File: src/rtl/tsb_pkg.sv
package tsb_pkg;
   typedef enum logic {HALF_LO = 1'b0, HALF_HI = 1'b1} half_e;

   function automatic int idx_width(input int n);
      return (n > 1) ? $clog2(n) : 1;
   endfunction
endpackage

File: src/rtl/tsb_slot.sv
module tsb_slot #(
   parameter int TIME_W = 64
) (
   input  logic              clk,
   input  logic              rst_n,
   input  logic              cap,
   input  logic              rel,
   input  logic [TIME_W-1:0] time_in,
   output logic              valid,
   output logic [TIME_W-1:0] value
);
   always_ff @(posedge clk) begin
      if (!rst_n) begin
         valid <= 1'b0;
         value <= '0;
      end else if (cap && !valid) begin
         valid <= 1'b1;
         value <= time_in;
      end else if (rel) begin
         valid <= 1'b0;
      end
   end


   slot_hold_chk: assert property (@(posedge clk) disable iff (!rst_n)
      valid && !rel |=> valid && $stable(value));
endmodule

File: src/rtl/tsb_pick.sv
module tsb_pick #(
   parameter int N     = 4,
   parameter int IDX_W = 2
) (
   input  logic [N-1:0]     busy,
   output logic [N-1:0]     grant,
   output logic [IDX_W-1:0] grant_idx,
   output logic             full
);
   logic found;

   always_comb begin
      grant     = '0;
      grant_idx = '0;
      found     = 1'b0;
      for (int i = 0; i < N; i++) begin
         if (!busy[i] && !found) begin
            grant[i]  = 1'b1;
            grant_idx = IDX_W'(i);
            found     = 1'b1;
         end
      end
      full = &busy;
   end
endmodule

File: src/rtl/tstamp_slot_bank.sv
module tstamp_slot_bank #(
   parameter int TIME_W   = 64,
   parameter int REG_W    = 32,
   parameter int RX_SLOTS = 4,
   parameter int IDX_W    = tsb_pkg::idx_width(RX_SLOTS),
   parameter int SEL_W    = tsb_pkg::idx_width(RX_SLOTS + 1)
) (
   input  logic                clk,
   input  logic                rst_n,
   input  logic [TIME_W-1:0]   cur_time,
   input  logic                rx_event,
   input  logic                tx_event,
   input  logic                tx_irq_en,
   input  logic                rd_en,
   input  logic [SEL_W-1:0]    rd_sel,
   input  logic                rd_hi,
   output logic [REG_W-1:0]    rd_data,
   output logic                rx_cap_ok,
   output logic [IDX_W-1:0]    rx_cap_idx,
   output logic [RX_SLOTS-1:0] rx_valid,
   output logic                rx_ovf,
   output logic                tx_valid,
   output logic                tx_irq
);
   import tsb_pkg::*;

   localparam int NSLOT = RX_SLOTS + 1;
   localparam int TX_ID = RX_SLOTS;
   localparam int HI_W  = TIME_W - REG_W;

   if (TIME_W != 2 * REG_W) begin : g_bad_width
      $error("TIME_W must be twice REG_W");
   end
   if (RX_SLOTS < 1) begin : g_bad_slots
      $error("RX_SLOTS must be at least 1");
   end

   logic [NSLOT-1:0]    slot_valid;
   logic [NSLOT-1:0]    slot_cap;
   logic [NSLOT-1:0]    slot_rel;
   logic [TIME_W-1:0]   slot_val [NSLOT];
   logic [RX_SLOTS-1:0] rx_grant;
   logic [IDX_W-1:0]    rx_gidx;
   logic                rx_full;
   logic [HI_W-1:0]     hi_shadow;
   logic                sel_ok;
   half_e               half;

   assign rx_valid = slot_valid[RX_SLOTS-1:0];
   assign tx_valid = slot_valid[TX_ID];
   assign tx_irq   = slot_valid[TX_ID] & tx_irq_en;
   assign sel_ok   = (rd_sel < SEL_W'(NSLOT));
   assign half     = half_e'(rd_hi);

   tsb_pick #(.N(RX_SLOTS), .IDX_W(IDX_W)) u_pick (
      .busy      (slot_valid[RX_SLOTS-1:0]),
      .grant     (rx_grant),
      .grant_idx (rx_gidx),
      .full      (rx_full)
   );

   for (genvar i = 0; i < NSLOT; i++) begin : g_slot
      if (i < RX_SLOTS) begin : g_rx
         assign slot_cap[i] = rx_event & rx_grant[i];
      end else begin : g_tx
         assign slot_cap[i] = tx_event;
      end
      assign slot_rel[i] = rd_en && (half == HALF_HI) && (rd_sel == SEL_W'(i));

      tsb_slot #(.TIME_W(TIME_W)) u_slot (
         .clk     (clk),
         .rst_n   (rst_n),
         .cap     (slot_cap[i]),
         .rel     (slot_rel[i]),
         .time_in (cur_time),
         .valid   (slot_valid[i]),
         .value   (slot_val[i])
      );
   end

   always_ff @(posedge clk) begin
      if (!rst_n) begin
         rd_data    <= '0;
         hi_shadow  <= '0;
         rx_cap_ok  <= 1'b0;
         rx_cap_idx <= '0;
         rx_ovf     <= 1'b0;
      end else begin
         rx_cap_ok  <= rx_event && !rx_full;
         rx_cap_idx <= rx_gidx;
         if (rx_event && rx_full) rx_ovf <= 1'b1;
         if (rd_en) begin
            if (!sel_ok) begin
               rd_data <= '0;
            end else if (half == HALF_LO) begin
               rd_data   <= slot_val[rd_sel][REG_W-1:0];
               hi_shadow <= slot_val[rd_sel][TIME_W-1:REG_W];
            end else begin
               rd_data <= hi_shadow;
            end
         end
      end
   end


   rx_take_chk: assert property (@(posedge clk) disable iff (!rst_n)
      rx_event && !rx_full |=> rx_cap_ok && rx_valid[rx_cap_idx]);

   rx_drop_chk: assert property (@(posedge clk) disable iff (!rst_n)
      rx_event && rx_full |=> !rx_cap_ok && rx_ovf);

   ovf_sticky_chk: assert property (@(posedge clk) disable iff (!rst_n)
      rx_ovf |=> rx_ovf);

   release_chk: assert property (@(posedge clk) disable iff (!rst_n)
      rd_en && rd_hi && sel_ok |=> !slot_valid[$past(rd_sel)]);

   grant_onehot_chk: assert property (@(posedge clk) disable iff (!rst_n)
      $onehot0(rx_grant));
endmodule

File: config.mk
export PLATFORM = sky130hd
export DESIGN_NAME = tstamp_slot_bank
export DESIGN_NICKNAME = d
export VERILOG_FILES = /design/src/rtl/tsb_pkg.sv /design/src/rtl/tsb_slot.sv /design/src/rtl/tsb_pick.sv /design/src/rtl/tstamp_slot_bank.sv
export SDC_FILE = /design/constraint.sdc
export NUM_CORES = 1
export LEC_CHECK = 0
export ABC_CLOCK_PERIOD_IN_PS = 2200
export BUFFER_PORTS_ARGS = -buffer_cell sky130_fd_sc_hd__buf_2
export CORE_AREA = 3 3 187 189
export DETAILED_ROUTE_END_ITERATION = 6
export DIE_AREA = 0 0 190 192
export PLACE_DENSITY = 0.74
export SLEW_MARGIN = 40
export SYNTH_ARGS = -nofsm -noshare
export SYNTH_HDL_FRONTEND = slang
export SYNTH_SLANG_ARGS = --single-unit
File: constraint.sdc
create_clock -name clk -period 2.2 [get_ports clk]
set_input_delay 0.44 -clock clk [delete_from_list [all_inputs] [get_ports clk]]
set_output_delay 0.44 -clock clk [all_outputs]
set_load 0.005 [all_outputs]
==> results of run 1 <==
[per-stage QoR]
step	hold slack (ns)	instance area [um^2]	instances	total power, mW
after detailed placement	0.443	18300	2530	9.21
after floorplan	0.432	17400	2094	8.60
after global routing	0.188	19700	2608	16.6
final	0.180	19700	2609	16.1
after CTS	0.167	19700	2605	16.1
after global placement	0.436	18300	2530	9.17
[layout make-up]
type / count / share of cell area
sequential: 393 / 0.399
multi-input combinational: 1450 / 0.426
clock inverter: 11 / 0.00571
tap: 448 / 0.0284
timing repair buffer: 174 / 0.0645
inverter: 65 / 0.0124
antenna: 4 / 0.000507
clock buffer: 64 / 0.0640
[cells in the final DEF (no fill, tap or decap), types with 3 or more instances in the layout]
master     synthesis  layout
buf_2             62     113
buf_4             12      40
nand2_1          675     675
nand2b_1          37      35
o21ai_0           70      70
o22a_1            32      32
dfxtp_1          393     393
o32ai_1           32      32
mux2i_1           64      64
a21boi_0         217     217
o221ai_1          32      32
inv_1             64      64
o22ai_1           32      32
clkbuf_8           0      16
a21oi_1           33      33
and2_1             3       3
a21boi_1         140     140
clkinv_2           0       7
mux2_2            32      32
diode_2            0       4
clkbuf_1          88       8
clkbuf_16          0      41
a31oi_1           32      32
buf_12             0      19
[sequential cells by signal, summed over array words and instances, names as in the netlist]
register             count
g_slot.u_slot.value    320
rd_data                 32
rx_cap_ok                1
g_slot.u_slot.valid      5
rx_cap_idx               2
rx_ovf                   1
hi_shadow               32
[path summary, 6_finish.rpt]
path                                                                end  slack, ns  depth (start not counted)
worst min-delay path             g_slot[2].u_slot.value[6]$_SDFFE_PN0P_       0.18                          3
worst min register to register  g_slot[3].u_slot.value[40]$_SDFFE_PN0P_       0.45                          2
worst max register to register  g_slot[3].u_slot.value[44]$_SDFFE_PN0P_       0.30                          5
worst max-delay path            g_slot[3].u_slot.value[44]$_SDFFE_PN0P_       0.30                          5
[logic make-up (layout without fill, tap and decap cells)]
kind of cell | Yosys count | after routing | synth area share
flops | 393 | 393 | 0.453
compound gates | 622 | 622 | 0.256
buf+inv | 251 | 314 | 0.0653
simple gates | 732 | 732 | 0.168
other cells | 0 | 4 | 0
mux | 96 | 96 | 0.0576
[metal layers]
| metal | wire (um) | GRT usage | share of wire | vias up |
|---|---|---|---|---|
| li1 | - | - | - | 7139 |
| met4 | 1300 | 0.0898 | 0.026 | 4 |
| met2 | 23000 | 0.444 | 0.46 | 542 |
| met5 | 27 | 0 | 0.00054 | - |
| met3 | 3820 | 0.0517 | 0.076 | 109 |
| met1 | 21900 | 0.359 | 0.44 | 7267 |
[critical path, delay by kind of cell, from the launching register on]
family                 cells  cell delay (ns)
AO/OA/AOI/OAI              1             0.08
flip-flops                 1             0.58
AND/OR/NAND/NOR            3             0.86
buffers and inverters      1             0.24
[power breakdown]
| part | switching (mW) | total [mW] | internal [mW] |
|---|---|---|---|
| Combinational | 0.945 | 1.53 | 0.583 |
| Clock | 2.83 | 7.01 | 4.18 |
| Sequential | 0.172 | 7.55 | 7.38 |
| Total | 3.94 | 16.1 | 12.1 |
==> results.txt, run 1 <==
drt drc: 0
required time worst endpoint: 2.61 ns
PwrDens: 816 mW/mm^2
Max-slew headroom: 0.534
DRT antenna net count: 0
layout cells sized above 1: 0.133
HP Start: cur_time[6]
setup bufs post-CTS: 0
CP Max Fanout: 26
FFs w/ async S/R, synth: 0
vias in the first global route: 14700
area share of the largest cell type after synthesis: 0.453
TritonCTS buffer count: 41
RSZ-0062 raised after global routing: false
fin crit share: 0.862
hold_buf cts: 0
clk_lat worst skew: 0.54 ns
Slowest-stage cell, CP: dfxtp_1
Hold Crit Class: primary input to flip-flop
Global Route Usage Sum: 0.270
pre-CTS WS: 0.293 ns
fillers: 2937
P&R area growth vs syn: 13.5%
Setup WS post-layout: 0.304 ns
worst slew pin tran: 0.699 ns
Core Area: 0.0334 mm^2
Port Buffer Count: 115
wire per inst: 19.2 um
maximum clock frequency: 527 MHz
Post-synth EDFFs: 0
num rows: 67
skew final: 0.0193 ns
initial antenna violation count: 5
first-pass GRT wire length: 79.3 mm
setup_tns: 0 ns
CTS root buf: clkbuf_16
max_cap viols: 0
nature of the critical path endpoint: flip-flop
DRT Pass-1 Iters: 5
most common cell in the netlist: nand2_1
cell taking the most area after synthesis: dfxtp_1
Post-Syn Area: 0.0174 mm^2
Die X: 190 um
synthesized flop and latch total: 393
Syn Inst Count: 2094
status: finished clean
Die Footprint: 0.0365 mm^2
Setup CP Type: flip-flop to flip-flop
multi-input gate area in the final layout: 0.00840 mm^2
WP data arrival: 2.30 ns
Worst VDD drop: 0.000524 V
Final Hold Viols: 0
worst r2r src: g_slot[0].u_slot.valid$_SDFFE_PN0P_
Seq. cell area: 0.00787 mm^2
critical path startpoint: g_slot[0].u_slot.valid$_SDFFE_PN0P_
CTS tree: done
synth cell count leaders: 675 x nand2_1, 393 x dfxtp_1, 217 x a21boi_0, 140 x a21boi_1, 88 x clkbuf_1
routed wire length: 50.0 mm
slowest cell delay on critical path: 0.58 ns
largest buffer count on any clock path: 3
Ys Warns: 0
largest net degree at the start of global routing: 66
crit-path cells: nand3_2 -> or2_2 -> buf_12 -> nand2_1 -> a21boi_1
DRT iter0 DRCs: 1387
Post-CTS Resized: 0
Main synth FF type: dfxtp_1
Clock Sink Count: 393
synthesized area per cell: 8.30 um^2
Yosys cell types: 35
sequential share of the synthesized area: 0.453
CTS clk-pin slew, worst paths: 0.06 ns
die height: 192 um
Util after Layout: 0.590
Initial Util: 0.519
Setup crit start kind: flip-flop
Leak Pwr: 7.14 nW
Post-Syn Nets: 2168
Via Count: 15100
H-tree depth: 2
Synth area leaders: dfxtp_1 45%, nand2_1 15%, a21boi_0 9.4%
max-slew violations: 0
Vias/cell: 5.77
min Tclk post-route: 1.90 ns
Final Setup Violations: 0
# IOs: 116
detailed placement HPWL: 30.0 mm
GPL Wtd Cong: 0.850
fin nets: 2199
GRT overflow: 0
Power figures use the tool's default switching activity.
==> inputs of run 2 (changes only) <==
ABC_CLOCK_PERIOD_IN_PS = 2400   (was 2200)
CORE_AREA = 3 3 213 215   (was 3 3 187 189)
DIE_AREA = 0 0 216 218   (was 0 0 190 192)
PLACE_DENSITY = 0.6   (was 0.74)
clock period = 2.4 ns   (was 2.2 ns; I/O delays follow)
==> results.txt, run 2 (same netlist as run 1, synthesis figures left out) <==
status: finished clean
detailed placement HPWL: 31.3 mm
setup bufs post-CTS: 0
Port Buffer Count: 115
first-pass GRT wire length: 83.6 mm
Slowest-stage cell, CP: dfxtp_1
H-tree depth: 2
Clock Sink Count: 393
DRT Pass-1 Iters: 5
Die X: 216 um
required time worst endpoint: 1.92 ns
post-route insts no fill: 2747
P&R area growth vs syn: 14.2%
Via Count: 14800
CTS root buf: clkbuf_16
hold_buf cts: 0
PwrDens: 745 mW/mm^2
Setup CP Type: flip-flop to primary output
Post-CTS Resized: 0
nature of the critical path endpoint: primary output
fillers: 4313
Final Hold Viols: 0
Initial Util: 0.395
Vias/cell: 5.40
GPL Wtd Cong: 0.789
DRT antenna net count: 0
top flop regs: g_slot.u_slot.value (320), hi_shadow (32), rd_data (32)
Global Route Usage Sum: 0.224
num rows: 77
TritonCTS buffer count: 42
Hold Crit Class: primary input to flip-flop
layout cells sized above 1: 0.131
initial antenna violation count: 8
crit-path cells: and2_1 -> buf_2
largest buffer count on any clock path: 3
max-slew violations: 0
Final Setup Violations: 0
Core Area: 0.0439 mm^2
DRT iter0 DRCs: 1143
Crit path buffers/inverters: 1
CTS tree: done
fin crit share: 0.759
clk_lat worst skew: 0.56 ns
most frequent cells in the layout: 675 x nand2_1, 393 x dfxtp_1, 217 x a21boi_0
GRT overflow: 0
slowest cell delay on critical path: 0.51 ns
setup_tns: 0 ns
# IOs: 116
Setup crit start kind: flip-flop
Placed Cells incl. Taps: 2671
max_cap viols: 0
RSZ-0062 raised after global routing: false
wire per inst: 19.6 um
Max-slew headroom: 0.490
Largest Register: g_slot.u_slot.value
skew final: 0.0213 ns
routed wire length: 54.0 mm
drt drc: 0
most common cell after layout, fill and taps aside: nand2_1
CP Max Fanout: 5
maximum clock frequency: 549 MHz
Worst VDD drop: 0.000523 V
kind of cell adding the most delay to the critical path: flip-flops
vias in the first global route: 14100
largest net degree at the start of global routing: 90
die height: 218 um
min Tclk post-route: 1.82 ns
fin nets: 2197
Die Footprint: 0.0471 mm^2
Leak Pwr: 7.11 nW
CTS clk-pin slew, worst paths: 0.06 ns
worst slew pin tran: 0.765 ns
max reg flops: 320
WP data arrival: 1.34 ns
-- run 2: cell count changes in the layout (fill, tap and decap cells not counted), sizes merged --
cell    delta
buf        -3
clkbuf     +3
diode      -3
bufinv     -2
clkinv     -1
-- run 2: power breakdown --
part | internal (mW) | switching (mW) | leakage, nW
clock network | 3.73 | 2.71 | 0.679
logic | 0.523 | 0.895 | 3.23
registers | 6.77 | 0.148 | 3.20
total | 11.0 | 3.75 | 7.11
-- run 2: worst paths after layout --
check | startpoint | endpoint | slack, ns | depth (start not counted)
setup / recovery | g_slot[4].u_slot.valid$_SDFFE_PN0P_ | tx_irq | 0.58 | 2
hold / removal | cur_time[50] | g_slot[3].u_slot.value[50]$_SDFFE_PN0P_ | 0.20 | 3
setup reg to reg | g_slot[1].u_slot.valid$_SDFFE_PN0P_ | g_slot[2].u_slot.value[43]$_SDFFE_PN0P_ | 0.78 | 5
hold reg to reg | g_slot[2].u_slot.value[48]$_SDFFE_PN0P_ | g_slot[2].u_slot.value[48]$_SDFFE_PN0P_ | 0.45 | 2
-- run 2: per-stage QoR --
step	total power, mW	util	hold slack (ns)	instance area, um^2	worst slack, ns
global route	15.3	0.451	0.200	19800	0.522
detailed placement	8.46	0.420	0.445	18500	0.445
CTS	14.9	0.451	0.175	19800	0.568
finish	14.8	0.451	0.197	19800	0.579
floorplan	7.88	-	0.432	17400	0.831
global placement	8.43	0.420	0.437	18500	0.477
-- run 2: tightest hold or removal path, delay by kind of cell --
| kind | cells | cell delay, ns |
|---|---|---|
| AND/OR/NAND/NOR | 1 | 0.06 |
| AO/OA/AOI/OAI | 1 | 0.05 |
| buffers and inverters | 1 | 0.13 |
-- run 2: layer usage --
layer | up-vias | GRT usage | wire, um
li1 | 7115 | - | -
met1 | 7168 | 0.308 | 25000
met2 | 445 | 0.359 | 24200
met3 | 102 | 0.0429 | 3450
met4 | 14 | 0.0635 | 1240
met5 | - | 0 | 86
-- run 2: area by class of cell --
cell class	count	area, um^2	share of cell area
diodes	1	2.50	0.000126
clock buffers	67	1310	0.0658
flip-flops and latches	393	7870	0.397
well taps	592	741	0.0374
repair buffers	171	1210	0.0611
inverters	65	244	0.0123
multi-input cells	1450	8400	0.423
clock inverters	8	62.6	0.00315
